[src/rtl/shadow_route_pkg.sv]
package shadow_route_pkg;

  typedef enum logic [1:0] {
    ACC_WORD    = 2'd0,
    ACC_BYTE_LO = 2'd1,
    ACC_BYTE_HI = 2'd2,
    ACC_SPLIT   = 2'd3
  } acc_kind_e;

  // Strobes from control to datapath
  typedef struct packed {
    logic [1:0] laneEn;
    logic       nextWord;
    logic       capture;
    logic       dataValid;
    acc_kind_e  kind;
  } ctl_strobe_t;

endpackage

[src/rtl/shadow_route_decode.sv]
module shadow_route_decode
  import shadow_route_pkg::*;
(
  input  logic      wide,
  input  logic      oddAddr,
  output acc_kind_e kind
);

  always_comb begin
    unique case ({wide, oddAddr})
      2'b10:   kind = ACC_WORD;
      2'b11:   kind = ACC_SPLIT;
      2'b01:   kind = ACC_BYTE_HI;
      default: kind = ACC_BYTE_LO;
    endcase
  end

endmodule

[src/rtl/shadow_route_ctrl.sv]
module shadow_route_ctrl
  import shadow_route_pkg::*;
(
  input  logic        clk,
  input  logic        rstN,
  input  logic        emuMode,
  input  logic        busSel,
  input  logic        busWrite,
  input  acc_kind_e   kind,
  output logic        busReady,
  output logic        intWr,
  output logic        intRd,
  output logic        extWr,
  output logic        extRd,
  output ctl_strobe_t ctl
);

  typedef enum logic {ST_FIRST = 1'b0, ST_SECOND = 1'b1} phase_e;

  phase_e state, stateNext;
  logic   firstCyc, secondCyc, active, rdStb, wrStb;

  always_comb begin
    stateNext = ST_FIRST;
    if (state == ST_FIRST && busSel) stateNext = ST_SECOND;
  end

  always_ff @(posedge clk or negedge rstN) begin
    if (!rstN) state <= ST_FIRST;
    else       state <= stateNext;
  end

  assign firstCyc  = busSel && (state == ST_FIRST);
  assign secondCyc = (state == ST_SECOND);
  assign active    = firstCyc || (secondCyc && kind == ACC_SPLIT);
  assign rdStb     = active && !busWrite;
  assign wrStb     = active && busWrite;

  // Mode routing of strobes
  assign intWr = wrStb;
  assign extWr = wrStb && emuMode;
  assign intRd = rdStb && !emuMode;
  assign extRd = rdStb && emuMode;

  assign busReady = secondCyc;

  always_comb begin
    ctl.laneEn = 2'b00;
    if (firstCyc) begin
      unique case (kind)
        ACC_WORD:    ctl.laneEn = 2'b11;
        ACC_BYTE_LO: ctl.laneEn = 2'b01;
        default:     ctl.laneEn = 2'b10;
      endcase
    end else if (secondCyc && kind == ACC_SPLIT) begin
      ctl.laneEn = 2'b01;
    end
    ctl.nextWord  = secondCyc;
    ctl.capture   = firstCyc && !busWrite;
    ctl.dataValid = secondCyc && !busWrite;
    ctl.kind      = kind;
  end

endmodule

[src/rtl/shadow_route_dpath.sv]
module shadow_route_dpath
  import shadow_route_pkg::*;
#(
  parameter int ADDR_W = 6,
  parameter int LANE_W = 8,
  localparam int WIDX_W = ADDR_W - 1,
  localparam int DATA_W = 2 * LANE_W
) (
  input  logic              clk,
  input  logic              rstN,
  input  logic              emuMode,
  input  logic [WIDX_W-1:0] wordIdx,
  input  logic [DATA_W-1:0] busWdata,
  input  logic [DATA_W-1:0] intRdata,
  input  logic [DATA_W-1:0] extRdata,
  input  ctl_strobe_t       ctl,
  output logic [WIDX_W-1:0] regAddr,
  output logic [1:0]        regLaneEn,
  output logic [DATA_W-1:0] regWdata,
  output logic [DATA_W-1:0] busRdata
);

  logic [DATA_W-1:0] rdSrc, holdData, rdAsm;
  logic [LANE_W-1:0] lowIn, highIn;

  assign lowIn  = busWdata[LANE_W-1:0];
  assign highIn = busWdata[DATA_W-1:LANE_W];

  // Second half of a split access targets the next index (wraps)
  assign regAddr   = ctl.nextWord ? WIDX_W'(wordIdx + 1'b1) : wordIdx;
  assign regLaneEn = ctl.laneEn;

  always_comb begin
    unique case (ctl.kind)
      ACC_WORD:  regWdata = busWdata;
      ACC_SPLIT: regWdata = {lowIn, highIn};
      default:   regWdata = {lowIn, lowIn};
    endcase
  end

  assign rdSrc = emuMode ? extRdata : intRdata;

  always_ff @(posedge clk or negedge rstN) begin
    if (!rstN)            holdData <= '0;
    else if (ctl.capture) holdData <= rdSrc;
  end

  always_comb begin
    unique case (ctl.kind)
      ACC_WORD:    rdAsm = holdData;
      ACC_BYTE_LO: rdAsm = {{LANE_W{1'b0}}, holdData[LANE_W-1:0]};
      ACC_BYTE_HI: rdAsm = {{LANE_W{1'b0}}, holdData[DATA_W-1:LANE_W]};
      default:     rdAsm = {rdSrc[LANE_W-1:0], holdData[DATA_W-1:LANE_W]};
    endcase
  end

  assign busRdata = ctl.dataValid ? rdAsm : '0;

endmodule

[src/rtl/shadow_route.sv]
module shadow_route
  import shadow_route_pkg::*;
#(
  parameter int ADDR_W = 6,
  parameter int LANE_W = 8
) (
  input  logic                  clk,
  input  logic                  rstN,
  input  logic                  emuMode,
  input  logic                  busSel,
  input  logic                  busWrite,
  input  logic                  busWide,
  input  logic [ADDR_W-1:0]     busAddr,
  input  logic [2*LANE_W-1:0]   busWdata,
  output logic [2*LANE_W-1:0]   busRdata,
  output logic                  busReady,
  output logic [ADDR_W-2:0]     regAddr,
  output logic [1:0]            regLaneEn,
  output logic [2*LANE_W-1:0]   regWdata,
  output logic                  intWr,
  output logic                  intRd,
  input  logic [2*LANE_W-1:0]   intRdata,
  output logic                  extWr,
  output logic                  extRd,
  input  logic [2*LANE_W-1:0]   extRdata
);

  acc_kind_e   kind;
  ctl_strobe_t ctl;

  shadow_route_decode u_decode (
    .wide    (busWide),
    .oddAddr (busAddr[0]),
    .kind    (kind)
  );

  shadow_route_ctrl u_ctrl (
    .clk      (clk),
    .rstN     (rstN),
    .emuMode  (emuMode),
    .busSel   (busSel),
    .busWrite (busWrite),
    .kind     (kind),
    .busReady (busReady),
    .intWr    (intWr),
    .intRd    (intRd),
    .extWr    (extWr),
    .extRd    (extRd),
    .ctl      (ctl)
  );

  shadow_route_dpath #(.ADDR_W(ADDR_W), .LANE_W(LANE_W)) u_dpath (
    .clk       (clk),
    .rstN      (rstN),
    .emuMode   (emuMode),
    .wordIdx   (busAddr[ADDR_W-1:1]),
    .busWdata  (busWdata),
    .intRdata  (intRdata),
    .extRdata  (extRdata),
    .ctl       (ctl),
    .regAddr   (regAddr),
    .regLaneEn (regLaneEn),
    .regWdata  (regWdata),
    .busRdata  (busRdata)
  );

endmodule

[config.mk]
export PLATFORM = sky130hd
export DESIGN_NAME = shadow_route
export DESIGN_NICKNAME = d
export VERILOG_FILES = /design/src/rtl/shadow_route_pkg.sv /design/src/rtl/shadow_route_decode.sv /design/src/rtl/shadow_route_ctrl.sv /design/src/rtl/shadow_route_dpath.sv /design/src/rtl/shadow_route.sv
export SDC_FILE = /design/constraint.sdc
export NUM_CORES = 1
export LEC_CHECK = 0
export BUFFER_PORTS_ARGS = -buffer_cell sky130_fd_sc_hd__buf_2
export CORE_ASPECT_RATIO = 1.4
export CORE_UTILIZATION = 44
export DETAILED_ROUTE_END_ITERATION = 10
export GPL_ROUTABILITY_DRIVEN = 0
export GPL_TIMING_DRIVEN = 0
export HOLD_SLACK_MARGIN = 0.1
export PLACE_DENSITY = 0.93
export SLEW_MARGIN = 40
export SYNTH_ARGS = -nofsm -noshare
export SYNTH_HDL_FRONTEND = slang
export SYNTH_SLANG_ARGS = --single-unit
[constraint.sdc]
create_clock -name clk -period 3.9 [get_ports clk]
set_input_delay 0.585 -clock clk [delete_from_list [all_inputs] [get_ports clk]]
set_output_delay 0.585 -clock clk [all_outputs]
set_load 0.02 [all_outputs]
==> run metrics, run 1 <==
Filler cells=274; final total power=601 uW; hpwl dp=3420 um; family with the most delay on the worst path=buffers and inverters; worst min-delay path class=primary input to asynchronous set/reset pin; starting density of the core=46.2%; Comb power frac=38.9%; Post-CTS Hold Buffers=0; Ports=104; Register Area=425 sq um; area of the multi-input gates=898 sq um; Syn Std Cell Area=1430 sq um; Setup Skew=0.000600 ns; Syn Area/Cell=10.6 sq um; PD cells=296 nW/um^2; WP depth=4; CP Buf/Inv Count=2; crit path capture type=output pin; Die X=50.1 um; DRC=0; Total GRT Usage=24.5%; Min Hold Slack=0.243 ns; postcts setup bufs=0; Leak Pwr=0.00108 uW; area grow syn2layout=42.0%; WS Path Type=flop to output pin; Critical Path RT=3.31 ns; Worst setup SP type=flop; Synth top area share=29.8%; synth warn=0; Gate Count Post-Synth=135; Setup crit start=u_ctrl.busReady; Net Count, Synth=196; CTS Root Cell=clkbuf_8; layout cells sized above 1=61.7%; Congestion Overflow GR=0; Slew headroom=68.9%; crit path time final=2.39 ns; post-synthesis sequential area ratio=29.8%; cell taking the most area after synthesis=dfrtp_1; internal power=399 uW; CTS buffer count=3; final net count=302; final setup TNS=0 ns; Maximum Capacitance Violations=0; vias in the first global route=1520; Via density=5.18; Clk pin slew, worst setup/hold paths=0.06 ns; clock latency on the worst-skew pair=0.25 ns; highest clock rate=418 MHz; Reg-to-Reg Start=u_ctrl.busReady; Reg2Reg Depth=3; flip-flop and latch count after synthesis=17; Final period util=61.4%; Worst Tran Pin Value=0.466 ns; Detailed Route WL=4170 um; fin cells=279; Net Switching=202 uW; CP arrival=1.81 ns; depth of the CTS H-tree=1; Switching Fraction=33.6%; FP Rows=24; DRT iter0 DRCs=12; pin count of the biggest net entering global routing=18; initial antenna violation count=0; die extent in y=69.4 um; RSZ-0062 raised after global routing=false; Post-Place Cells=275; CTS tree=built; ant diodes=0; Top cell by count, worst path=buf_2; Max stage delay on crit path=0.40 ns; Final setup violation count=0; Fin. Hold Viols=0; top cells by area, synth=dfrtp_1 30%, mux2_2 24%, mux2i_1 17%, o2bb2ai_1 4.9%, nor2_1 2.6%; Netlist cell types=26; terminus of the critical flop-to-flop path=u_dpath.holdData[10]; Peak VDD IR=0.251 mV; outcome=finished, final reports clean; WL per Instance=15.0 um; part of the power in the clock network=21.3%; CTS Buffer Depth=2; Final ANT Viol Nets=0; part of the power in registers=39.8%; fin. max-slew vios=0; Die ar.=3480 sq um; first-pass GRT wire length=6520 um; crit-path max FO=10; Setup crit end=busRdata[8]; IO Port Bufs=101; slowest CP cell=dfrtp_1; Clock Sinks=17; drt first pass iters=4; reg-to-reg slack, setup=2.39 ns; core box area=3090 sq um; total number of vias=1444; critical path, cell by cell=buf_2 > nand4b_1 > o2bb2ai_1 > buf_2; Post-CTS Resized=0
## synth_stat cells
| cell | number |
|---|---|
| ha_1 | 1 |
| mux2i_1 | 24 |
| clkbuf_1 | 2 |
| mux2_2 | 31 |
| nor2_1 | 10 |
| mux2_4 | 2 |
| inv_1 | 9 |
| nand4b_1 | 1 |
| nor2b_1 | 1 |
| nand2_1 | 3 |
| o2bb2ai_1 | 8 |
| nand3_1 | 1 |
| dfrtp_1 | 17 |
| o21ai_0 | 1 |
| nand2b_1 | 3 |
| buf_8 | 1 |
| nor3b_4 | 1 |
| a211oi_1 | 1 |
| a21oi_1 | 2 |
| buf_4 | 3 |
| and4bb_2 | 1 |
| buf_2 | 5 |
| nand4_1 | 2 |
| xnor2_1 | 3 |
| a21boi_0 | 1 |
| xor2_1 | 1 |
## stage by stage
| stage | utilization [%] | worst slack (ns) | instance area (sq um) |
|---|---|---|---|
| 5_1_grt | 65.5 | 1.42 | 2030 |
| 3_3_place_gp | 64.1 | 1.63 | 1980 |
| 4_1_cts | 65.5 | 1.50 | 2030 |
| 6_report | 65.5 | 1.51 | 2030 |
| 2_1_floorplan | - | 1.81 | 1430 |
| 3_5_place_dp | 64.1 | 1.58 | 1980 |
## logic make-up after synthesis
kind of cell    Yosys count  synth area share [%]
fa+ha+maj                 1                 0.876
xor+xnor                  4                  2.45
mux                      57                  43.4
flops                    17                  29.8
simple gates             23                  9.20
buf+inv                  20                  7.27
compound gates           13                  7.01
## final cells by class
| cell class | instances | share of cell area, % |
|---|---|---|
| sequential | 17 | 21.0 |
| buffer | 11 | 3.46 |
| timing repair buffer | 101 | 24.9 |
| inverter | 9 | 1.67 |
| multi-input combinational | 98 | 44.3 |
| clock buffer | 4 | 2.22 |
| tap | 39 | 2.41 |
## power groups by stage
| stage | registers, uW | logic, uW | clock network [uW] |
|---|---|---|---|
| 4_1_cts | 238 | 236 | 131 |
| 3_3_place_gp | 238 | 226 | 0 |
| 5_1_grt | 244 | 253 | 137 |
| 2_1_floorplan | 235 | 153 | 0 |
| 3_5_place_dp | 241 | 235 | 0 |
| 6_report | 239 | 234 | 128 |
## per-layer routing
metal  global-route usage [%]  up-vias  part of all wire, %
met5                        0        -                    0
met1                     24.9      663                   37
met2                     47.6       86                   54
met4                     7.94        0                  1.2
li1                         -      689                    -
met3                     4.39        6                  7.5
## sequential cells by signal, summed over array words and instances, names as in the netlist
register	flops
u_ctrl.busReady	1
u_dpath.holdData	16
## layout by cell type, fill, tap and decap left out
cell / count
xor2_1: 1
buf_8: 1
xnor2_1: 3
nor2_1: 10
mux2_4: 2
a21oi_1: 2
dfrtp_1: 17
and4bb_2: 1
nor3b_4: 1
nand2b_1: 3
nand4_1: 2
o2bb2ai_1: 8
a21boi_0: 1
buf_2: 106
clkbuf_8: 3
o21ai_0: 1
inv_1: 9
mux2_2: 31
nand3_1: 1
nand4b_1: 1
buf_4: 3
nor2b_1: 1
clkbuf_1: 3
ha_1: 1
nand2_1: 3
mux2i_1: 24
a211oi_1: 1
## worst min-delay path by stage
stage / startpoint / endpoint / slack (ns) / cells past startpoint
after CTS: rstN / u_dpath.holdData[12] / 0.26 / 1
after detailed placement: rstN / u_dpath.holdData[11] / 0.52 / 1
after floorplan: rstN / u_ctrl.busReady / 0.29 / 0
after global placement: u_dpath.holdData[1] / u_dpath.holdData[1] / 0.50 / 2
after global routing: rstN / u_dpath.holdData[12] / 0.27 / 1
final: rstN / u_dpath.holdData[3] / 0.24 / 1
No activity file was read; power rests on OpenSTA's default activity.
==> inputs of run 2 (changes only) <==
--- a/config.mk
+++ b/config.mk
@@ -7,12 +7,12 @@
 export LEC_CHECK = 0
 export BUFFER_PORTS_ARGS = -buffer_cell sky130_fd_sc_hd__buf_2
 export CORE_ASPECT_RATIO = 1.4
-export CORE_UTILIZATION = 44
+export CORE_UTILIZATION = 41
 export DETAILED_ROUTE_END_ITERATION = 10
 export GPL_ROUTABILITY_DRIVEN = 0
 export GPL_TIMING_DRIVEN = 0
 export HOLD_SLACK_MARGIN = 0.1
-export PLACE_DENSITY = 0.93
+export PLACE_DENSITY = 0.88
 export SLEW_MARGIN = 40
 export SYNTH_ARGS = -nofsm -noshare
 export SYNTH_HDL_FRONTEND = slang
==> constraint.sdc (replaced) <==
create_clock -name clk -period 2.3 [get_ports clk]
set_input_delay 0.345 -clock clk [delete_from_list [all_inputs] [get_ports clk]]
set_output_delay 0.345 -clock clk [all_outputs]
set_load 0.02 [all_outputs]
==> run 2 against run 1 <==
Critical path depth stayed put. Hold slack gained 0.17 ns. Global-route usage is 4.5 points lower. Clock power rose by 70%. Sequential share of layout area is 0.12 points lower. Worst setup slack lost 1.3 ns. Combinational power increased by 68%. Cell count rose by 0.72%. Sequential power is 69% higher. Non-clock buffer count grew 1. Largest cell class unchanged. Highest routed layer unchanged.
==> run metrics, run 2 (synthesis results as in run 1) <==
hpwl dp=3100 um; final setup TNS=0 ns; DRC=0; DRT iter0 DRCs=15; pin count of the biggest net entering global routing=18; critical path, cell by cell=buf_2 > nand4b_1 > o2bb2ai_1 > buf_2; Die ar.=3730 sq um; Net Switching=335 uW; WL per Instance=13.8 um; Detailed Route WL=3860 um; CTS Root Cell=clkbuf_8; area of the multi-input gates=898 sq um; fin. max-slew vios=0; GRT met3 Usage=2.76%; max reg flops=16; Clk pin slew, worst setup/hold paths=0.06 ns; IO Port Bufs=101; Setup Skew=0.00203 ns; crit-path max FO=10; internal power=676 uW; Clock Sinks=17; Congestion Overflow GR=0; vias in the first global route=1258; Maximum Capacitance Violations=0; CTS buffer count=3; crit path capture type=output pin; area grow syn2layout=42.8%; total number of vias=1418; CTS Buffer Depth=2; RSZ-0062 raised after global routing=false; first-pass GRT wire length=5600 um; drt first pass iters=4; Slew headroom=69.6%; PD cells=496 nW/um^2; grt met1 use=20.6%; GR Util met2=40.7%; FP Rows=25; highest clock rate=474 MHz; part of the power in the clock network=21.4%; final net count=303; Switching Fraction=33.1%; commonest non-fill, non-tap cell in the layout=buf_2; Ports=104; initial antenna violation count=0; WS Path Type=flop to output pin; CTS tree=built; crit path time final=2.11 ns; layout cells sized above 1=61.4%; Worst Tran Pin Value=0.453 ns; Die X=51.9 um; die extent in y=71.8 um; Register Area=425 sq um; family with the most delay on the worst path=buffers and inverters; starting density of the core=42.7%; Reg with most FFs=u_dpath.holdData; Max stage delay on crit path=0.41 ns; Final period util=91.7%; outcome=finished, final reports clean; Worst setup SP type=flop; slowest CP cell=dfrtp_1; most frequent cells in the layout=106 x buf_2, 31 x mux2_2, 24 x mux2i_1, 17 x dfrtp_1, 10 x nor2_1; depth of the CTS H-tree=1; GRT Max-Usage Layer=met2; clock latency on the worst-skew pair=0.24 ns; postcts setup bufs=0; CP arrival=1.76 ns; Total GRT Usage=20.0%; Fin. Hold Viols=0; Peak VDD IR=0.292 mV; Filler cells=317; final total power=1010 uW; Leak Pwr=0.00109 uW; worst min-delay path class=primary input to flop; part of the power in registers=39.8%; core box area=3350 sq um; Critical Path RT=1.96 ns; Top cell by count, worst path=buf_2; Final setup violation count=0; Comb power frac=38.7%; ant diodes=0; CP Buf/Inv Count=2; Final ANT Viol Nets=0; Via density=5.05
-- run 2: cell types whose count changed in the layout (fill, tap and decap cells not counted) --
cell and delta:
dlygate4sd3_1 +1
-- run 2: final timing paths --
kind	start	endpoint	slack [ns]	depth (start not counted)
min in group asynchronous	rstN	u_dpath.holdData[10]	0.56	2
hold / removal	intRdata[3]	u_dpath.holdData[3]	0.41	3
hold reg to reg	u_dpath.holdData[3]	u_dpath.holdData[3]	0.52	2
setup / recovery	u_ctrl.busReady	busRdata[13]	0.19	4
max in group asynchronous	rstN	u_dpath.holdData[3]	1.47	2
setup reg to reg	u_ctrl.busReady	u_dpath.holdData[10]	0.79	3
-- run 2: power groups by stage --
stage	combinational (uW)	clock (uW)	sequential (uW)
global route	424	236	410
CTS	395	223	402
detailed placement	392	0	408
finish	392	217	403
floorplan	259	0	398
global placement	383	0	404
-- run 2: metrics by stage --
stage | utilization, % | hold slack [ns] | worst slack [ns] | std cells | area, sq um
2_1_floorplan | - | 0.0494 | 0.486 | 135 | 1430
3_3_place_gp | 59.3 | 0.285 | 0.459 | 276 | 1980
3_5_place_dp | 59.3 | 0.285 | 0.455 | 276 | 1980
4_1_cts | 60.9 | 0.410 | 0.186 | 281 | 2040
5_1_grt | 60.9 | 0.415 | 0.0320 | 281 | 2040
6_report | 60.9 | 0.412 | 0.190 | 281 | 2040
-- run 2: worst min-delay path, cell delays in order --
cell and delay (ns):
buf_2 0.07, mux2i_1 0.07, mux2i_1 0.12
-- run 2: timing repair --
item                                    in CTS  in global routing
endpoints found under the hold margin       17                  0
endpoints found under the setup margin       0                  0
gates resized for setup                      0                  0
hold buffers                                 1                  0
-- run 2: cell type report --
type	count	share of cell area, %
clock buffer	4	2.21
sequential	17	20.9
buffer	11	3.44
multi-input combinational	98	44.1
inverter	9	1.66
timing repair buffer	102	25.3
tap	40	2.46
-- run 2: per-layer routing --
| metal | share of wire, % | up-vias |
|---|---|---|
| met5 | 0 | - |
| met4 | 0.31 | 0 |
| met3 | 7.2 | 2 |
| met2 | 55 | 62 |
| met1 | 38 | 658 |
| li1 | - | 696 |
==> inputs of run 3 (changes only) <==
--- a/config.mk
+++ b/config.mk
@@ -5,6 +5,7 @@
 export SDC_FILE = /design/constraint.sdc
 export NUM_CORES = 1
 export LEC_CHECK = 0
+export ABC_AREA = 1
 export BUFFER_PORTS_ARGS = -buffer_cell sky130_fd_sc_hd__buf_2
 export CORE_ASPECT_RATIO = 1.4
 export CORE_UTILIZATION = 41
@@ -12,7 +13,7 @@
 export GPL_ROUTABILITY_DRIVEN = 0
 export GPL_TIMING_DRIVEN = 0
 export HOLD_SLACK_MARGIN = 0.1
-export PLACE_DENSITY = 0.88
+export PLACE_DENSITY = 0.87
 export SLEW_MARGIN = 40
 export SYNTH_ARGS = -nofsm -noshare
 export SYNTH_HDL_FRONTEND = slang
==> run 3 against run 2 <==
Register-to-register slack improved by 0.26 ns. Global-route usage is 4.0 points higher. Via count increased by 39%. Maximum frequency grew 6.8%. Sequential share of layout area shrank 0.45 points. Area after synthesis rose by 2.8%. Worst setup slack improved by 0.13 ns. Core utilization up 0.20 points.
==> run metrics, run 3 <==
Clock Sinks=17; slowest CP cell=dfrtp_1; Synth Area in XOR/XNOR=1.79%; Final setup violation count=0; Synth Area in Compound Gates=19.0%; WL per Instance=11.9 um; crit path time final=1.98 ns; CTS buffer count=3; Setup Skew=0.00306 ns; final total power=994 uW; Die X=52.6 um; Worst Tran Pin Value=0.385 ns; CTS Root Cell=clkbuf_8; clock latency on the worst-skew pair=0.26 ns; count leader, synth=nand2_1; hold path startpoint=intRdata[10]; total number of vias=1964; Post-Place Cells=389; worst setup margin=0.324 ns; Final ANT Viol Nets=0; Net Count, Synth=308; Max stage delay on crit path=0.48 ns; depth of the CTS H-tree=1; Peak VDD IR=0.421 mV; top cells by count, synth=109 x nand2_1, 22 x inv_1, 22 x nor2_1; vias in the first global route=1691; Slew headroom=74.3%; cell taking the most area after synthesis=dfrtp_1; Clk pin slew, worst setup/hold paths=0.07 ns; largest family of logic cells by synthesized area=simple AND/OR/NAND/NOR gates; Fin. Hold Viols=0; worst slack at placement=0.489 ns; Post-synth EDFFs=0; FP Rows=25; post-synthesis sequential area ratio=29.0%; Netlist cell types=20; CP Buf/Inv Count=2; synth warn=0; WS Path Type=flop to output pin; Post-CTS Resized=0; flip-flop and latch count after synthesis=17; commonest non-fill, non-tap cell in the layout=nand2_1; mux cell area share after synthesis=0%; part of the power in registers=38.1%; DRC=0; postcts setup bufs=0; Post-CTS Hold Buffers=1; top cells by area, synth=dfrtp_1 29%, nand2_1 28%, o21ai_0 5.8%, inv_1 5.6%, nor2_1 5.6%; top_reg_cell synth=dfrtp_1; Die ar.=3830 sq um; Reg with most FFs=u_dpath.holdData; CTS Buffer Depth=2; Synth top area share=29.0%; CP arrival=1.63 ns; hpwl dp=3780 um; starting density of the core=43.0%; max reg flops=16; Post-Synth Simple-Gate Area=36.4%; Gate Count Post-Synth=247; PD cells=477 nW/um^2; Leak Pwr=0.00126 uW; Critical Path RT=1.96 ns; highest clock rate=506 MHz; CTS tree=built; DRT iter0 DRCs=52; Via density=4.98; Detailed Route WL=4690 um; Final period util=85.9%; Async SR Flop Fraction=100%; fin. max-slew vios=0; Ports=104; most frequent cells in the layout=109 x nand2_1, 107 x buf_2, 22 x inv_1, 22 x nor2_1; layout cells sized above 1=35.9%; worst min-delay path class=primary input to flop; internal power=619 uW; final net count=416; first-pass GRT wire length=6990 um; RSZ-0062 raised after global routing=false; initial antenna violation count=0; Reg-to-Reg Start=u_ctrl.busReady; Syn Area/Cell=5.94 sq um; Syn Std Cell Area=1470 sq um; ant diodes=0; critical path, cell by cell=nand2_2 > buf_2 > a211oi_1 > buf_2; Congestion Overflow GR=0; part of the power in the clock network=22.8%; IO Port Bufs=102; crit-path max FO=10; Maximum Capacitance Violations=0; Switching Fraction=37.8%; fin cells=394; Adder-Cell Fraction of Synth Area=0.853%; Worst setup SP type=flop; die extent in y=72.8 um; outcome=finished, final reports clean; final setup TNS=0 ns; Top cell by count, worst path=buf_2; family with the most delay on the worst path=flip-flops; crit path capture type=output pin; Setup crit start=u_ctrl.busReady; Total GRT Usage=24.1%; core box area=3410 sq um; pin count of the biggest net entering global routing=18; drt first pass iters=4; area grow syn2layout=41.9%; Net Switching=376 uW; Comb power frac=39.1%; Filler cells=361
==> run 3: changes by cell type after synthesis, moves of 6 or more <==
| cell | before | now |
|---|---|---|
| nor2_1 | 10 | 22 |
| inv_1 | 9 | 22 |
| o2bb2ai_1 | 8 | 0 |
| mux2_2 | 31 | 0 |
| buf_4 | 3 | 9 |
| mux2i_1 | 24 | 0 |
| o21ai_1 | 0 | 7 |
| a211oi_1 | 1 | 8 |
| o21ai_0 | 1 | 17 |
| nand2_1 | 3 | 109 |
| a21oi_1 | 2 | 15 |
==> run 3: power by group through the flow <==
stage / clock network [uW] / registers [uW] / logic [uW]
after floorplan: 0 / 376 / 240
after global placement: 0 / 381 / 378
after detailed placement: 0 / 383 / 388
after CTS: 225 / 378 / 391
after global routing: 241 / 385 / 431
final: 226 / 379 / 389
==> run 3: tightest hold or removal path, cell delays in order <==
cell and delay, ns:
buf_2 0.07, nand2_1 0.04, nand2_1 0.05, nand2_1 0.06
o21ai_2 0.05
==> run 3: cell families after synthesis <==
kind of cell    count (synthesis)
simple gates                  136
compound gates                 50
buf+inv                        40
flops                          17
xor+xnor                        3
fa+ha+maj                       1
==> run 3: path summary, 6_finish.rpt <==
kind	to	slack, ns	cells after the start
worst max-delay path	busRdata[6]	0.32	4
worst min-delay path	u_dpath.holdData[10]	0.39	5
worst max register to register	u_dpath.holdData[1]	1.05	6
worst min register to register	u_dpath.holdData[7]	0.50	2
max in group asynchronous	u_dpath.holdData[13]	1.48	2
min in group asynchronous	u_dpath.holdData[9]	0.55	2
==> run 3: cell type report <==
class	instances	area [sq um]	area share, %
buffer	15	96.3	4.62
clock buffer	4	45.0	2.16
inverter	25	93.8	4.50
multi-input combinational	190	852	40.9
sequential	17	425	20.4
tap	40	50.0	2.40
timing repair buffer	103	520	25.0
==> run 3: metal layers <==
| layer | wire [um] | GRT usage, % | share of wire (%) | vias to the layer above |
|---|---|---|---|---|
| li1 | - | - | - | 979 |
| met1 | 1690 | 26.6 | 36 | 866 |
| met2 | 2470 | 45.9 | 53 | 108 |
| met3 | 381 | 1.46 | 8.1 | 11 |
| met4 | 143 | 9.65 | 3.1 | 0 |
| met5 | 0 | 0 | 0 | - |
==> run 3: metrics by stage <==
step | instance area (sq um) | hold WS [ns] | util, %
floorplan | 1470 | 0.0494 | -
global placement | 2030 | 0.282 | 59.5
detailed placement | 2030 | 0.290 | 59.5
CTS | 2080 | 0.400 | 61.1
global route | 2080 | 0.415 | 61.1
finish | 2080 | 0.393 | 61.1
